## src/rtl/gpio_pkg.sv

```systemverilog
// Shared constants, register indices and the address decoder of the GPIO port.
// Assumes the word address (byte address bits [ADDR_W-1:2]) is presented.
package gpio_pkg;
    localparam int PIN_W  = 8;                 // pins per port
    localparam int ADDR_W = 12;                // byte address width
    localparam int WA_W   = ADDR_W - 2;        // word address width
    localparam int BLK_W  = WA_W - PIN_W;      // block-select field width

    typedef enum logic [2:0] {
        IDX_DIR    = 3'd0,
        IDX_SENSE  = 3'd1,
        IDX_BOTH   = 3'd2,
        IDX_EVENT  = 3'd3,
        IDX_ENABLE = 3'd4,
        IDX_RAW    = 3'd5,
        IDX_MASKED = 3'd6,
        IDX_CLEAR  = 3'd7
    } ctl_idx_e;

    typedef struct packed {
        logic             win;   // data window hit
        logic             ctl;   // control word hit
        ctl_idx_e         idx;   // control word index
        logic [PIN_W-1:0] mask;  // per-pin mask from the address
    } addr_dec_t;

    // Split a word address into window/control hits, index and pin mask.
    function automatic addr_dec_t decode_addr(input logic [WA_W-1:0] wa);
        addr_dec_t d;
        d.win  = (wa[WA_W-1:PIN_W] == '0);
        d.ctl  = (wa[WA_W-1:PIN_W] == BLK_W'(1)) && (wa[PIN_W-1:3] == '0);
        d.idx  = ctl_idx_e'(wa[2:0]);
        d.mask = wa[PIN_W-1:0];
        return d;
    endfunction
endpackage

```

## src/rtl/gpio_sync.sv

```systemverilog
// Two-flop synchroniser, one chain per pin.
// Assumes pin inputs are asynchronous to clk; reset clears both stages.
module gpio_sync #(
    parameter int W = 8
) (
    input  logic         clk,
    input  logic         rst_n,
    input  logic [W-1:0] async_in,
    output logic [W-1:0] sync_out
);
    for (genvar g = 0; g < W; g++) begin : g_pin
        logic s1_q, s2_q;
        // Two back-to-back capture stages for pin g.
        always_ff @(posedge clk) begin
            if (!rst_n) begin
                s1_q <= 1'b0;
                s2_q <= 1'b0;
            end else begin
                s1_q <= async_in[g];
                s2_q <= s1_q;
            end
        end
        assign sync_out[g] = s2_q;
    end

    // output equals the input seen two edges earlier.
    p_two_stage_r9: assert property (@(posedge clk) disable iff (!rst_n)
        ($past(rst_n) && $past(rst_n, 2)) |-> (sync_out == $past(async_in, 2)));
endmodule

```

## src/rtl/gpio_regfile.sv

```systemverilog
// Writable state of the port: output latch, direction, interrupt
// configuration and the one-cycle clear strobe.
// Assumes wr_en is a single-cycle commit strobe from the bus.
module gpio_regfile
    import gpio_pkg::*;
(
    input  logic             clk,
    input  logic             rst_n,
    input  logic             wr_en,
    input  logic [WA_W-1:0]  waddr,
    input  logic [PIN_W-1:0] wdata,
    output logic [PIN_W-1:0] out_q,
    output logic [PIN_W-1:0] dir_q,
    output logic [PIN_W-1:0] sense_q,
    output logic [PIN_W-1:0] both_q,
    output logic [PIN_W-1:0] event_q,
    output logic [PIN_W-1:0] en_q,
    output logic [PIN_W-1:0] clr_q
);
    addr_dec_t dec;
    assign dec = decode_addr(waddr);

    logic wr_win, wr_ctl;
    assign wr_win = wr_en && dec.win;
    assign wr_ctl = wr_en && dec.ctl;

    // Output latch: masked update through the data window.
    always_ff @(posedge clk) begin
        if (!rst_n)      out_q <= '0;
        else if (wr_win) out_q <= (out_q & ~dec.mask) | (wdata & dec.mask);
    end

    // Direction and interrupt configuration registers.
    always_ff @(posedge clk) begin
        if (!rst_n) begin
            dir_q   <= '0;
            sense_q <= '0;
            both_q  <= '0;
            event_q <= '0;
            en_q    <= '0;
        end else if (wr_ctl) begin
            case (dec.idx)
                IDX_DIR:    dir_q   <= wdata;
                IDX_SENSE:  sense_q <= wdata;
                IDX_BOTH:   both_q  <= wdata;
                IDX_EVENT:  event_q <= wdata;
                IDX_ENABLE: en_q    <= wdata;
                default:    ;
            endcase
        end
    end

    // Clear strobe: holds the written byte for one cycle.
    always_ff @(posedge clk) begin
        if (!rst_n)                            clr_q <= '0;
        else if (wr_ctl && dec.idx == IDX_CLEAR) clr_q <= wdata;
        else                                   clr_q <= '0;
    end

    // unmasked latch bits never change on a window write.
    p_window_keep_r2: assert property (@(posedge clk) disable iff (!rst_n)
        wr_win |=> ((out_q ^ $past(out_q)) & ~$past(dec.mask)) == '0);
    // masked latch bits take the written data.
    p_window_set_r2: assert property (@(posedge clk) disable iff (!rst_n)
        wr_win |=> (out_q & $past(dec.mask)) == ($past(wdata) & $past(dec.mask)));
    // a direction write lands in the direction register.
    p_dir_write_r5: assert property (@(posedge clk) disable iff (!rst_n)
        (wr_ctl && dec.idx == IDX_DIR) |=> dir_q == $past(wdata));
    // writes to status offsets leave configuration untouched.
    p_status_ro_r7: assert property (@(posedge clk) disable iff (!rst_n)
        (wr_ctl && (dec.idx == IDX_RAW || dec.idx == IDX_MASKED)) |=>
        ($stable(dir_q) && $stable(sense_q) && $stable(both_q) &&
         $stable(event_q) && $stable(en_q) && $stable(out_q)));
    // the strobe is only ever the cycle after a clear write.
    p_clr_pulse_r8: assert property (@(posedge clk) disable iff (!rst_n)
        (clr_q != '0) |-> $past(wr_ctl && dec.idx == IDX_CLEAR));
    // unmapped writes change nothing.
    p_unmapped_wr_r10: assert property (@(posedge clk) disable iff (!rst_n)
        (wr_en && !dec.win && !dec.ctl) |=>
        ($stable(dir_q) && $stable(en_q) && $stable(out_q) && $stable(sense_q)));
endmodule

```

## src/rtl/gpio_rdmux.sv

```systemverilog
// Read-data selection for the data window and the control words.
// Assumes rd_en is high for the whole selected read; output is combinational.
module gpio_rdmux
    import gpio_pkg::*;
(
    input  logic             clk,
    input  logic             rst_n,
    input  logic             rd_en,
    input  logic [WA_W-1:0]  raddr,
    input  logic [PIN_W-1:0] out_q,
    input  logic [PIN_W-1:0] dir_q,
    input  logic [PIN_W-1:0] sense_q,
    input  logic [PIN_W-1:0] both_q,
    input  logic [PIN_W-1:0] event_q,
    input  logic [PIN_W-1:0] en_q,
    input  logic [PIN_W-1:0] pin_lvl,
    input  logic [PIN_W-1:0] raw_st,
    output logic [PIN_W-1:0] rdata
);
    addr_dec_t dec;
    assign dec = decode_addr(raddr);

    logic [PIN_W-1:0] level;
    // Per pin: driven value for outputs, synchronised level for inputs.
    assign level = (dir_q & out_q) | (~dir_q & pin_lvl);

    // Select the addressed source, zero for anything unmapped.
    always_comb begin
        rdata = '0;
        if (rd_en && dec.win) begin
            rdata = level & dec.mask;
        end else if (rd_en && dec.ctl) begin
            case (dec.idx)
                IDX_DIR:    rdata = dir_q;
                IDX_SENSE:  rdata = sense_q;
                IDX_BOTH:   rdata = both_q;
                IDX_EVENT:  rdata = event_q;
                IDX_ENABLE: rdata = en_q;
                IDX_RAW:    rdata = raw_st;
                IDX_MASKED: rdata = raw_st & en_q;
                default:    rdata = '0;
            endcase
        end
    end

    // unmasked bits of a window read are zero.
    p_masked_read_r3: assert property (@(posedge clk) disable iff (!rst_n)
        (rd_en && dec.win) |-> (rdata & ~dec.mask) == '0);
    // unmapped reads return zero.
    p_unmapped_rd_r10: assert property (@(posedge clk) disable iff (!rst_n)
        (rd_en && !dec.win && !dec.ctl) |-> rdata == '0);
    // masked status never shows a disabled pin.
    p_masked_status_r7: assert property (@(posedge clk) disable iff (!rst_n)
        (rd_en && dec.ctl && dec.idx == IDX_MASKED) |-> (rdata & ~en_q) == '0);
endmodule

```

## src/rtl/gpio_mask_port.sv

```systemverilog
// Eight-pin GPIO port with an address-masked data window and interrupt
// configuration registers for an external detection unit.
// Assumes a zero-wait APB-style bus: writes commit in the access phase.
module gpio_mask_port
    import gpio_pkg::*;
(
    input  logic             clk,
    input  logic             rst_n,
    input  logic             psel,
    input  logic             penable,
    input  logic             pwrite,
    input  logic [WA_W-1:0]  paddr,
    input  logic [PIN_W-1:0] pwdata,
    output logic [PIN_W-1:0] prdata,
    input  logic [PIN_W-1:0] pin_in,
    output logic [PIN_W-1:0] pin_oe,
    output logic [PIN_W-1:0] pin_out,
    output logic [PIN_W-1:0] pin_sync,
    output logic [PIN_W-1:0] irq_sense,
    output logic [PIN_W-1:0] irq_both,
    output logic [PIN_W-1:0] irq_event,
    output logic [PIN_W-1:0] irq_enable,
    input  logic [PIN_W-1:0] irq_raw,
    output logic [PIN_W-1:0] irq_clear
);
    logic wr_en, rd_en;
    // Bus strobes: write commits in access phase; read data while selected.
    assign wr_en = psel && penable && pwrite;
    assign rd_en = psel && !pwrite;

    logic [PIN_W-1:0] out_q, dir_q;

    gpio_sync #(.W(PIN_W)) i_sync (
        .clk      (clk),
        .rst_n    (rst_n),
        .async_in (pin_in),
        .sync_out (pin_sync)
    );

    gpio_regfile i_regs (
        .clk     (clk),
        .rst_n   (rst_n),
        .wr_en   (wr_en),
        .waddr   (paddr),
        .wdata   (pwdata),
        .out_q   (out_q),
        .dir_q   (dir_q),
        .sense_q (irq_sense),
        .both_q  (irq_both),
        .event_q (irq_event),
        .en_q    (irq_enable),
        .clr_q   (irq_clear)
    );

    gpio_rdmux i_rd (
        .clk     (clk),
        .rst_n   (rst_n),
        .rd_en   (rd_en),
        .raddr   (paddr),
        .out_q   (out_q),
        .dir_q   (dir_q),
        .sense_q (irq_sense),
        .both_q  (irq_both),
        .event_q (irq_event),
        .en_q    (irq_enable),
        .pin_lvl (pin_sync),
        .raw_st  (irq_raw),
        .rdata   (prdata)
    );

    // Pad drive straight from the registers.
    assign pin_oe  = dir_q;
    assign pin_out = out_q;

    // the cycle after reset every pin is an input and nothing is enabled.
    p_reset_state_r1: assert property (@(posedge clk)
        $past(!rst_n) |-> (pin_oe == '0 && pin_out == '0 && irq_enable == '0 && irq_clear == '0));
endmodule

```

## config.mk

```make
export PLATFORM = sky130hd
export DESIGN_NAME = gpio_mask_port
export DESIGN_NICKNAME = d
export VERILOG_FILES = /design/src/rtl/gpio_pkg.sv /design/src/rtl/gpio_sync.sv /design/src/rtl/gpio_regfile.sv /design/src/rtl/gpio_rdmux.sv /design/src/rtl/gpio_mask_port.sv
export SDC_FILE = /design/constraint.sdc
export NUM_CORES = 1
export LEC_CHECK = 0
export ABC_AREA = 1
export BUFFER_PORTS_ARGS = -buffer_cell sky130_fd_sc_hd__buf_2
export CORE_MARGIN = 5
export CORE_UTILIZATION = 47
export DETAILED_ROUTE_END_ITERATION = 8
export PLACE_DENSITY = 0.81
export SKIP_CTS_REPAIR_TIMING = 1
export SYNTH_ARGS = -nofsm -noshare
export SYNTH_HDL_FRONTEND = slang
export SYNTH_SLANG_ARGS = --single-unit
```

## constraint.sdc

```tcl
create_clock -name clk -period 1.2 [get_ports clk]
set_input_delay 0.12 -clock clk [delete_from_list [all_inputs] [get_ports clk]]
set_output_delay 0.12 -clock clk [all_outputs]
set_load 0.05 [all_outputs]
```

* Word level (Yosys, flattened, before mapping)
Cells that the tools add are included. W data, S select, Z words.
Cells by class: add/subtract/negate cells 0, multiply operators 0, divide/modulo/power cells 0, $lt $le $gt $ge 0, eq/ne operators 8, shifts and indexed selects 0, multiplexer cells 3, bitwise gates (word level) 10, reductions and logical operators 19
Operators by type and width (number):
- $pmux W8 S7 | 1
- $and A8 B8 Y8 | 6
- $mux W8 | 2
- $not A8 Y8 | 2
- $or A8 B8 Y8 | 2
- $eq A3 B3 Y1 const B | 4
- $reduce_and A2 Y1 | 6
- $logic_and A1 B1 Y1 | 9
- $eq A3 B2 Y1 const B | 2
- $logic_not A5 Y1 | 1
- $eq A3 B1 Y1 const B | 1
- $logic_not A3 Y1 | 1
- $eq A2 B1 Y1 const B | 1
- $logic_not A2 Y1 | 1
- $logic_not A1 Y1 | 1
Storage, ports and cells: register bits after elaboration 72, latch bits 0, RAM bits 0, bits in read-only memories 0, input port bits 39, output and inout port bits 72, logic and storage cells 63, memories 0

* Longest topological paths before layout
depth in word-level cells 5, depth in mapped cells 9

* Cells and area by module
A second synthesis with hierarchy kept.
Unflattened totals: cells, all modules 568, area, all modules 3857.4 um2
By module, submodules not included:
- gpio_regfile | instances 1, cells an instance 312, area an instance 2331.0 um2
- gpio_rdmux | instances 1, cells an instance 194, area an instance 964.7 um2
- gpio_sync | instances 1, cells an instance 58, area an instance 544.3 um2
- gpio_mask_port | instances 1, cells an instance 4, area an instance 17.5 um2

* Worst setup path before layout
Ideal clock, no wire load.
path kind register -> output, from register i_regs.en_q[0], to output prdata[0], data arrival time 1400 ps, required time 1080 ps, path slack -320 ps, cell stages (with the launch flop) 9, cell sequence dfxtp_1 nand2_1 inv_1 nand3_1 nand2_1 nor2_1 nand2_1 nand2_1 nand2_1
Between the ends: longest elaborated chain between the ends 4
Ends and longest elaborated chain:
- start: declaration | line gpio_regfile.sv:17 | output logic [PIN_W-1:0] en_q,
- start signal: assignment | line gpio_regfile.sv:47 | IDX_ENABLE: en_q <= wdata;
- $and A8 B8 Y8 | line gpio_rdmux.sv:40 | IDX_MASKED: rdata = raw_st & en_q;
- $pmux W8 S7 (*) | line gpio_rdmux.sv:33 | case (dec.idx)
- $mux W8 (*) | line gpio_rdmux.sv:32 | end else if (rd_en && dec.ctl) begin
- $mux W8 (*) | line gpio_rdmux.sv:30 | if (rd_en && dec.win) begin
- end: declaration | line gpio_mask_port.sv:14 | output logic [PIN_W-1:0] prdata,
Every way passes the cells marked *; elsewhere a longest branch is shown, timed or not.

* Worst setup path in the final report
from register i_regs.event_q[2], to output prdata[2]
Between the ends: longest elaborated chain between the ends 3
Ends and longest elaborated chain:
- start: declaration | line gpio_regfile.sv:16 | output logic [PIN_W-1:0] event_q,
- start signal: assignment | line gpio_regfile.sv:46 | IDX_EVENT: event_q <= wdata;
- $pmux W8 S7 | line gpio_rdmux.sv:33
- $mux W8 | line gpio_rdmux.sv:32
- $mux W8 | line gpio_rdmux.sv:30
No other way between the ends.

==> key figures <==
Place
  • GP Congestion: 1.04
  • Buffers added on ports: 110
  • HPWL Detailed: 9650 um

STA
  • Final Hold Fails: 0
  • Final worst-path cycle share: 125%
  • Final max-slew violation count: 0
  • Setup violators final: 8
  • Slew at the pin with the worst max-slew slack: 0.397 ns
  • Slew HR: 73.5%
  • Minimum clock period: 1.50 ns
  • Max Clock Skew: 0.00229 ns
  • Setup WS post-layout: -0.302 ns
  • Unrepaired setup endpoints after global routing: yes
  • Fmax: 666 MHz
  • Worst hold slack: 0.0382 ns

Synthesis
  • Syn Nets: 653
  • Synth Register Bits: 72
  • Largest area contributor in the netlist: dfxtp_1
  • Syn Inst Count: 614
  • Register area share after synthesis: 36.9%
  • Synth area leaders: dfxtp_1 (37%), nand2_1 (17%), inv_1 (12%), nand4_1 (10%), nor2_1 (7.5%)
  • Syn Std Cell Area: 3910 um2
  • Yosys cell types: 22
  • Area share of the largest cell type after synthesis: 36.9%
  • Avg Inst Size Synth: 6.37 um2
  • Yosys warning total: 0

Detailed routing
  • DRC viols: 0
  • Vias: 4491
  • DR pass1 iterations: 5
  • Antenna-violating nets left: 0
  • Routed wl met3: 1130 um
  • Metal-1 WL: 5300 um
  • Vias per std cell: 5.10
  • 1st-iter DRT viols: 336
  • Met2 wire length: 6290 um
  • Routed len/inst: 14.9 um
  • Highest Signal Layer: met4
  • DRT Wirelength: 13100 um

Setup path
  • Worst path cell trace: nand4_1, nand2_1, nor2_2, nand2_1, nand2_2, nand2_4, buf_6
  • Startpoint type of the worst setup path: register
  • Crit path arrival time: 1.38 ns
  • CP peak stage delay: 0.34 ns
  • Worst EP required: 1.08 ns
  • Setup crit end kind: output port
  • Critical path's slowest cell: dfxtp_2
  • Most used cell, CP: nand2_1
  • CP Class: reg -> out
  • Crit-path max FO: 3

Floorplanning
  • Core Box Area: 8180 um2
  • Die width: 101 um
  • Initial core utilization: 47.8%
  • Die area: 10200 um2
  • Site Rows: 33
  • I/O pin cnt: 111
  • Die height: 101 um

Clock network
  • TritonCTS Buffers: 9
  • CTS tree: yes
  • Clock root buffer: clkbuf_8
  • CTS clock-pin slew for the worst setup and hold paths: 0.08 ns
  • H-tree depth: 3
  • Clk sinks: 72
  • Deepest clock path buffer count: 2
  • Later-pin clock latency in the skew report: 0.35 ns

Layout
  • Finished Core Util: 66.7%
  • Area Overhead vs Synth: 39.5%
  • FILL cells: 720
  • Layout cell share with drive strength beyond 1: 34.8%
  • Area of the multi-input gates: 1890 um2
  • Layout Nets: 811
  • Inserted Diodes: 0
  • Area occupied by registers: 1510 um2

Global routing
  • Overall Global Routing Usage: 25.7%
  • Vias in the first global route: 4293
  • Initial antenna violation count: 0
  • Gr ovfl total: 0
  • First-pass GRT wire length: 20700 um
  • Pin count of the biggest net entering global routing: 40

Hold path
  • Hold Path Class: in -> reg

Power
  • Max VDD drop: 0.822 mV
  • P_leak: 2.95 nW
  • Pwr/cell area: 901 nW/um2

Outcome
  • Outcome: complete, but fails checks
  • Failing checks: setup timing

Job
  • # Max-Cap Violations: 0
[placed cells by master, fill, tap and decap left out, types with 8 or more instances in the layout]
cell / instances
dfxtp_1: 24
dlygate4sd3_1: 8
a21oi_1: 8
inv_1: 122
nor2_1: 76
dfxtp_2: 46
buf_4: 62
nand2_1: 158
o2111ai_1: 8
nand4_1: 65
o21ai_0: 8
nand3_1: 24
nand2_4: 8
clkbuf_8: 9
buf_2: 93
[stage by stage]
stage          instance area (um2)  TNS [ns]  setup slack, ns  cells  power (mW)
4_1_cts                       5260     -3.08           -0.393    872        4.90
2_1_floorplan                 4040         0          0.00692    614        2.81
3_5_place_dp                  5080     -8.50           -0.261    857        3.08
6_report                      5460     -2.16           -0.302    881        4.92
5_1_grt                       5460     -2.89           -0.399    881        5.11
3_3_place_gp                  5080     -6.82           -0.238    857        3.07
[cell type report]
class,instances,share of cell area [%]
clock buffer,12,2.48
tap,105,2.41
timing repair buffer,182,23.3
inverter,128,8.81
clock inverter,3,0.803
multi-input combinational,379,34.6
sequential,72,27.6
[report_power, final]
group	internal, mW	switching (mW)	leakage [nW]
sequential	2.41	0.0127	0.609
clock	0.952	0.905	0.0904
combinational	0.233	0.402	2.25
[worst paths after layout]
kind / slack (ns) / startpoint / depth (start not counted) / endpoint
max: -0.30 / i_regs.event_q[2] / 7 / prdata[2]
min reg2reg: 0.42 / i_sync.g_pin[6].s1_q / 2 / i_sync.g_pin[6].s2_q
max reg2reg: 0.44 / i_regs.en_q[5] / 5 / i_regs.en_q[5]
min: 0.04 / rst_n / 3 / i_regs.sense_q[5]
[synth_stat cells (all sizes together)]
master / number
o21ai: 8
dfxtp: 72
nand3: 31
nand4: 65
o2111ai: 8
nor3: 6
buf: 27
nor2: 80
clkinv: 1
inv: 127
nand2: 173
clkbuf: 8
a21oi: 8
[routing by layer]
| layer | global-route usage (%) | vias up |
|---|---|---|
| met3 | 4.34 | 30 |
| li1 | - | 2218 |
| met2 | 42.4 | 214 |
| met1 | 32.6 | 2029 |
| met5 | 0 | - |
| met4 | 12.4 | 0 |
[critical path: cells and delay by family, from the launching register on]
kind,cells,cell delay (ns)
buffers and inverters,1,0.16
flip-flops,1,0.34
AND/OR/NAND/NOR,6,0.53
[cell families (layout without fill, tap and decap cells)]
group | count (synthesis) | count (layout) | share of synthesized area [%]
AO/OA/AOI/OAI | 24 | 24 | 3.84
buffers and inverters | 163 | 325 | 17.3
flip-flops | 72 | 72 | 36.9
AND/OR/NAND/NOR | 355 | 355 | 42.0
Power figures use the tool's default switching activity.
